[config.mk]
export PLATFORM = sky130hd
export DESIGN_NAME = chg_phase_ctrl
export DESIGN_NICKNAME = d
export VERILOG_FILES = /design/src/rtl/chg_phase_pkg.sv /design/src/rtl/chg_tick_timer.sv /design/src/rtl/chg_out_decode.sv /design/src/rtl/chg_phase_ctrl.sv
export SDC_FILE = /design/constraint.sdc
export NUM_CORES = 1
export LEC_CHECK = 0
export BUFFER_PORTS_ARGS = -buffer_cell sky130_fd_sc_hd__buf_2
export CORE_UTILIZATION = 60
export DETAILED_ROUTE_END_ITERATION = 6
export GPL_ROUTABILITY_DRIVEN = 0
export GPL_TIMING_DRIVEN = 0
export PLACE_DENSITY = 0.79
export SYNTH_ARGS = -nofsm -noshare
export SYNTH_HDL_FRONTEND = slang
export SYNTH_SLANG_ARGS = --single-unit
export TNS_END_PERCENT = 30
[constraint.sdc]
create_clock -name clk -period 5.3 [get_ports clk]
set_clock_uncertainty 0.2 [all_clocks]
set_input_delay 0 -clock clk [delete_from_list [all_inputs] [get_ports clk]]
set_output_delay 0 -clock clk [all_outputs]
set_load 0.03 [all_outputs]
[src/rtl/chg_phase_pkg.sv]
package chg_phase_pkg;

  typedef enum logic [2:0] {
    ST_WAIT  = 3'd0,
    ST_RECOV = 3'd1,
    ST_PRE   = 3'd2,
    ST_CC    = 3'd3,
    ST_CV    = 3'd4,
    ST_DONE  = 3'd5,
    ST_FAULT = 3'd6
  } chg_st_e;

  localparam logic [2:0] ISET_OFF   = 3'd0;
  localparam logic [2:0] ISET_RECOV = 3'd1;
  localparam logic [2:0] ISET_PRE   = 3'd2;
  localparam logic [2:0] ISET_BULK  = 3'd3;
  localparam logic [2:0] ISET_HALF  = 3'd4;

  localparam logic [1:0] TERM_NONE  = 2'd0;
  localparam logic [1:0] TERM_DONE  = 2'd1;
  localparam logic [1:0] TERM_FAULT = 2'd2;

  localparam logic [1:0] ZONE_NORM = 2'd0;
  localparam logic [1:0] ZONE_COOL = 2'd1;
  localparam logic [1:0] ZONE_WARM = 2'd2;
  localparam logic [1:0] ZONE_OUT  = 2'd3;

  // Phases in which the charger path carries current
  function automatic logic is_active(chg_st_e st);
    return (st == ST_RECOV) || (st == ST_PRE) || (st == ST_CC) || (st == ST_CV);
  endfunction

  // Phases guarded by the precharge timer
  function automatic logic in_pre_region(chg_st_e st);
    return (st == ST_RECOV) || (st == ST_PRE);
  endfunction

  // Phases guarded by the fast-charge timer
  function automatic logic in_fast_region(chg_st_e st);
    return (st == ST_CC) || (st == ST_CV);
  endfunction

  function automatic logic [2:0] iset_code(chg_st_e st, logic [1:0] zone);
    case (st)
      ST_RECOV:     return ISET_RECOV;
      ST_PRE:       return ISET_PRE;
      ST_CC, ST_CV: return (zone == ZONE_NORM) ? ISET_BULK : ISET_HALF;
      default:      return ISET_OFF;
    endcase
  endfunction

  function automatic logic [1:0] term_code(chg_st_e st);
    case (st)
      ST_DONE:  return TERM_DONE;
      ST_FAULT: return TERM_FAULT;
      default:  return TERM_NONE;
    endcase
  endfunction

endpackage

[src/rtl/chg_tick_timer.sv]
module chg_tick_timer #(
  parameter int unsigned LIMIT = 25
) (
  input  logic clk,
  input  logic rst_n,
  input  logic clr,
  input  logic run,
  output logic hit
);
  localparam int unsigned W = (LIMIT > 1) ? $clog2(LIMIT) : 1;
  localparam logic [W-1:0] LAST = W'(LIMIT - 1);

  logic [W-1:0] cnt_q;

  // Fires on the tick that completes LIMIT counted ticks
  assign hit = run && (cnt_q == LAST);

  always_ff @(posedge clk or negedge rst_n) begin
    if (!rst_n)      cnt_q <= '0;
    else if (clr)    cnt_q <= '0;
    else if (run)    cnt_q <= hit ? '0 : cnt_q + 1'b1;
  end

  assert_cnt_bound_R5: assert property (@(posedge clk) disable iff (!rst_n)
    cnt_q <= LAST);

endmodule

[src/rtl/chg_out_decode.sv]
module chg_out_decode
  import chg_phase_pkg::*;
(
  input  chg_st_e    st,
  input  logic [1:0] zone,
  input  logic       bat_low,
  input  logic       below_track,
  output logic [2:0] iset_sel,
  output logic       rect_track,
  output logic       out_en,
  output logic       chg_stat,
  output logic       vreg_low,
  output logic [1:0] term_req
);
  always_comb begin
    out_en     = is_active(st) && (zone != ZONE_OUT);
    chg_stat   = out_en;
    iset_sel   = out_en ? iset_code(st, zone) : ISET_OFF;
    rect_track = out_en && !bat_low &&
                 ((st == ST_CC) || ((st == ST_CV) && !below_track));
    vreg_low   = out_en && in_fast_region(st) && (zone == ZONE_WARM);
    term_req   = term_code(st);
  end
endmodule

[src/rtl/chg_phase_ctrl.sv]
module chg_phase_ctrl
  import chg_phase_pkg::*;
#(
  parameter int unsigned DGL_TICKS      = 25,
  parameter int unsigned PRE_TMO_TICKS  = 1_800_000,
  parameter int unsigned FAST_TMO_TICKS = 36_000_000
) (
  input  logic       clk,
  input  logic       rst_n,
  input  logic       tick_1ms,
  input  logic       rect_conv,
  input  logic       bat_short,
  input  logic       bat_low,
  input  logic       bat_at_reg,
  input  logic       ibat_below_term,
  input  logic       ibat_below_track,
  input  logic       recharge,
  input  logic [1:0] temp_zone,
  output logic [2:0] iset_sel,
  output logic       rect_track,
  output logic       out_en,
  output logic       chg_stat,
  output logic       vreg_low,
  output logic [1:0] term_req
);

  chg_st_e st_q, st_d;

  // Named internal events
  logic susp;
  logic dgl_cond, dgl_hit;
  logic pre_hit, fast_hit;

  assign susp     = is_active(st_q) && (temp_zone == ZONE_OUT);
  assign dgl_cond = ((st_q == ST_PRE) && !bat_low && !bat_short) ||
                    ((st_q == ST_CC) && bat_low);

  chg_tick_timer #(.LIMIT(DGL_TICKS)) u_dgl (
    .clk(clk), .rst_n(rst_n),
    .clr(!dgl_cond),
    .run(tick_1ms && dgl_cond && !susp),
    .hit(dgl_hit)
  );

  chg_tick_timer #(.LIMIT(PRE_TMO_TICKS)) u_pre_tmr (
    .clk(clk), .rst_n(rst_n),
    .clr(!in_pre_region(st_q)),
    .run(tick_1ms && in_pre_region(st_q) && !susp),
    .hit(pre_hit)
  );

  chg_tick_timer #(.LIMIT(FAST_TMO_TICKS)) u_fast_tmr (
    .clk(clk), .rst_n(rst_n),
    .clr(!in_fast_region(st_q)),
    .run(tick_1ms && in_fast_region(st_q) && !susp),
    .hit(fast_hit)
  );

  always_comb begin
    st_d = st_q;
    if (!susp) begin
      case (st_q)
        ST_WAIT:
          if (rect_conv)
            st_d = bat_short ? ST_RECOV : (bat_low ? ST_PRE : ST_CC);
        ST_RECOV:
          if (pre_hit)         st_d = ST_FAULT;
          else if (!bat_short) st_d = ST_PRE;
        ST_PRE:
          if (pre_hit)         st_d = ST_FAULT;
          else if (bat_short)  st_d = ST_RECOV;
          else if (dgl_hit)    st_d = ST_CC;
        ST_CC:
          if (fast_hit)        st_d = ST_FAULT;
          else if (bat_at_reg) st_d = ST_CV;
          else if (dgl_hit)    st_d = ST_PRE;
        ST_CV:
          if (fast_hit)             st_d = ST_FAULT;
          else if (ibat_below_term) st_d = ST_DONE;
        ST_DONE:
          if (recharge)        st_d = ST_CC;
        ST_FAULT:              st_d = ST_FAULT;
        default:               st_d = ST_WAIT;
      endcase
    end
  end

  always_ff @(posedge clk or negedge rst_n) begin
    if (!rst_n) st_q <= ST_WAIT;
    else        st_q <= st_d;
  end

  chg_out_decode u_dec (
    .st(st_q), .zone(temp_zone), .bat_low(bat_low), .below_track(ibat_below_track),
    .iset_sel(iset_sel), .rect_track(rect_track), .out_en(out_en),
    .chg_stat(chg_stat), .vreg_low(vreg_low), .term_req(term_req)
  );

  assert_wait_conv_R1: assert property (@(posedge clk) disable iff (!rst_n)
    (st_q == ST_WAIT && !rect_conv) |=> (st_q == ST_WAIT));

  assert_dgl_entry_R4: assert property (@(posedge clk) disable iff (!rst_n)
    (st_q == ST_CC && $past(st_q) == ST_PRE) |-> $past(dgl_hit));

  assert_fault_latch_R7: assert property (@(posedge clk) disable iff (!rst_n)
    (st_q == ST_FAULT) |=> (st_q == ST_FAULT));

  assert_done_entry_R8: assert property (@(posedge clk) disable iff (!rst_n)
    (st_q == ST_DONE && $past(st_q) == ST_CV) |-> $past(ibat_below_term));

  assert_term_off_R8: assert property (@(posedge clk) disable iff (!rst_n)
    (term_req != TERM_NONE) |-> !out_en);

  assert_susp_hold_R12: assert property (@(posedge clk) disable iff (!rst_n)
    susp |=> $stable(st_q));

endmodule

==> results.md <==
- Counting the buffers created by CTS gives 5.
- The post-CTS setup repair buffer count is 0.
- Once layout is complete, the cells apart from fillers number ~480.
- The global-route total usage across every layer is between 20% and 30%.
- The slew at the pin closest to its max-slew limit is 1.17 ns.
- Summed over all layers, the global routing overflow is 0.
- After routing, the total negative slack on setup checks comes to 0 ns.
- The final critical-path share of the clock period is approximately half.
- The register cell area after layout is 1380 sq um.
- Across all setup checks in the final design, the least slack found is around 2.7 ns.
- For this design the top-level I/O count stands at 21.
- After detailed routing, the number of vias per cell comes to between 6 and 7.
- The post-route worst hold slack is 0.0902 ns.
- Once the floorplan was initialized, standard cells occupied between 60% and 70% of the core.
- The clock tree from TritonCTS is yes.
- For this run, design rule violations remaining after detail routing come to 0.
- The clock-pin slew of the registers on the worst-case setup and hold paths is around 0.090 ns.
- The count of port buffers added during placement is 18.
- The total number of H-tree levels is 2.
- The static leakage is 1.47 nW.
- In the synthesized netlist the async set-or-reset flop fraction comes to 100%.
- The nature of the critical path startpoint is a flop.
- Setup repair after global routing left no endpoint under its margin.
- Data arrives at the worst endpoint at 2.62 ns.
- Measured against its own limit, the worst slew margin works out to between 20 and 25%.
- Summing every instance area after synthesis gives 3320 sq um.
- Tracing the worst setup path back leads to its startpoint at u_fast_tmr.cnt_q[22].
- The final setup violation count is 0.
- After synthesis, the most frequently instantiated cells are 55 x dfrtp_1, 46 x nor2_1, 33 x o21ai_0.
- The total internal power is 0.759 mW.
- At the worst endpoint, the required time is around 5.3 ns.
- Detailed placement ended at an HPWL of 5040 microns.
- The power after layout is 1.29 mW.
- The clock tree root buffer cell is clkbuf_8.
- The share of synthesized area occupied by flip-flops and latches is between 40 and 50%.
- In the global route stage, met3 resource usage came out at ~3.8%.
- The floorplan has 26 rows.
- The post-route minimum period is 2.64 ns.
- 0 antenna diodes ended up in the layout.
- The detailed router finished its first iteration with roughly 180 violations.
- The post-route standard cell area excluding fillers is about 3600 sq um.
- The tightest min-delay check is of the input port to flop type.
- Counting the fill cells in the layout gives 459.
- The footprint of the multi-input gates is 1820 sq um.
- Of all nets on the critical path, the largest fanout is 10.
- The total of cells resized after clock tree synthesis is 0.
- The number of warnings printed during yosys synthesis is 0.
- The synthesized flop and latch total is 55.
- Net switching is 41.2% of the power.
- The number of distinct library cell variants in the gate-level netlist after synthesis is 56.
- The final max-slew violation count is 0.
- The area growth from synthesis to final layout is 9.28%.
- The flow ran to the end, and the final reports show no timing, DRC or antenna violations.
- The worst flop-to-flop path endpoint is u_fast_tmr.cnt_q[25].
- The register-to-register path setup slack is 2.66 ns.
- The total of max-cap violations is 0.
- The proportion of layout cells with a drive suffix above 1 is 11.0%.
- The detailed router placed 2893 vias in this run.
- At the end of the flow, the number of nets in the layout was 424.
- The portion of synthesized cell area occupied by the leading cell type is 41.5%.
- The number of sinks driven by the clock tree is 55.
- Timing would allow up to approximately 0.38 GHz.
- The floorplan step defined a die boundary enclosing 5830 sq um.
- Per report_power, the sequential group accounts for 35.5% of the total.
- For this run, global-route usage on met2 was measured as 40.5%.
- The number of hold-repair buffers added at the cts stage is 3.
- The initial antenna violation count is 0.
- The final hold violation count is 0.
- The number of cells produced by synthesis is 380.
- The largest net degree at the start of global routing is 56.
- Among all flip-flop cells after synthesis, the most frequent one is dfrtp_1.
- The layer flagged by global routing as most heavily used is met2.
- Counting flops with a built-in enable in the synthesized netlist gives 0.
- STA classifies the critical path endpoint as a flop.
- Counting every net in the synthesized netlist gives 396.
- Before CTS, the worst setup slack after placement is 2.71 ns.
- The met1 usage in global routing is ~38%.
- The total instance count after detailed placement is roughly 470.
- The total power divided by cell area is between 300 and 400 nW/um^2.
- The analysis attributes to net switching a power of 0.532 mW.
- The area inside the core boundary is 5200 sq um.
- The first global-routing pass estimated 12300 microns of wire.
- The origin of the critical flop-to-flop path is u_fast_tmr.cnt_q[22].
- Averaged over all synthesized cells, the footprint is 8.73 sq um.
- The number of global-route vias before repair was 2741.
- The setup path with the least slack is of type flop to flop.
- IR analysis of the VDD net gives a maximum drop of 0.213 mV.
- The cell type with the largest total area after synthesis is dfrtp_1.
- The relative contribution of the clock network to total power is 19.4%.
- The final layout contains routed wiring with a total length of 7020 microns.
- The depth of the worst register-to-register path is 7.
- The detailed-routing iteration count for the pre-antenna-repair pass is 4.
- The clock reaches the later pin of the worst-skew pair after roughly 0.3 ns.
- Dividing the detail-routed wire length by the instance count gives 14.7 microns.
- In this run the cell area measured after placement is 3490 sq um.
- The share of the core filled with cells in the final layout is 69.6%.
- Yosys attributes the largest share of cell area to dfrtp_1 41%, nor2_1 5.2%, xor2_1 5.0%.
- Of the total power, combinational logic draws 45.0%.
- Measured along the x axis, the die boundary spans 76.4 microns.
- The chip height is 76.4 microns.
- The largest buffer count on any clock path is 2.
- The count of nets left with antenna violations after detail routing is 0.
- The dominant cell by count in the synthesized netlist is dfrtp_1.
- The capturing element of the worst setup path is u_fast_tmr.cnt_q[25].
==> metal layers <==
metal | wire, microns | part of all wire [%]
met1 | 3340 | 48
met2 | 3140 | 45
met3 | 451 | 6.4
met4 | 91 | 1.3
met5 | 0 | 0
==> kinds of logic (layout without fill, tap and decap cells) <==
group | count (synthesis) | in the layout | synth area share [%]
simple gates | 186 | 186 | 30.0
compound gates | 77 | 77 | 14.8
flops | 55 | 55 | 41.5
xor+xnor | 31 | 31 | 8.41
buf+inv | 27 | 56 | 3.77
fa+ha+maj | 4 | 4 | 1.51
==> sequential cells by signal (all words and copies together), names as in the netlist <==
name              count
u_dgl.cnt_q           5
u_pre_tmr.cnt_q      21
u_fast_tmr.cnt_q     26
st_q                  3
==> power groups by stage <==
stage	clock network, mW	registers, mW	logic [mW]
after global placement	0	0.465	0.565
after global routing	0.275	0.463	0.639
final	0.251	0.459	0.582
after detailed placement	0	0.467	0.575
after CTS	0.259	0.459	0.579
after floorplan	0	0.463	0.444
==> cell type report <==
type | instances | area share [%]
Buffer | 17 | 2.42
Clock buffer | 8 | 2.76
Inverter | 10 | 1.04
Multi-Input combinational cell | 298 | 50.1
Sequential cell | 55 | 38.0
Tap cell | 70 | 2.42
Timing Repair Buffer | 21 | 3.31
==> worst min-delay path by stage <==
stage | startpoint | to | depth (start not counted) | slack (ns)
floorplan | rst_n | st_q[0] | 0 | -0.50
global placement | rst_n | u_pre_tmr.cnt_q[3] | 1 | 0.11
detailed placement | rst_n | u_pre_tmr.cnt_q[1] | 1 | 0.12
CTS | tick_1ms | st_q[2] | 4 | 0.06
global route | tick_1ms | st_q[2] | 4 | 0.08
finish | tick_1ms | st_q[2] | 4 | 0.09
==> critical path: stages (launching register included) <==
cell and delay, ns:
dfrtp_1 0.45, nor4_1 0.37, nand3_1 0.21, nor2_1 0.27, a21o_1 0.16, clkbuf_1 0.35
buf_1 0.39, nor2_1 0.10
==> cell usage in the layout (no fill, tap or decap), drive strengths merged, types with 3 or more instances in the layout <==
cell type / count
dfrtp: 55
nor2: 46
o21ai: 33
nand2: 32
buf: 30
nand3: 21
xor2: 19
nand4: 14
a21oi: 14
clkbuf: 13
xnor2: 12
nor3: 12
and3: 11
inv: 10
or3: 10
nor4: 7
nand2b: 6
o31ai: 6
a31oi: 5
nor2b: 4
ha: 4
nor4bb: 3
and4: 3
and2: 3
dlygate4sd3: 3
nor3b: 3
Power figures use the tool's default switching activity.
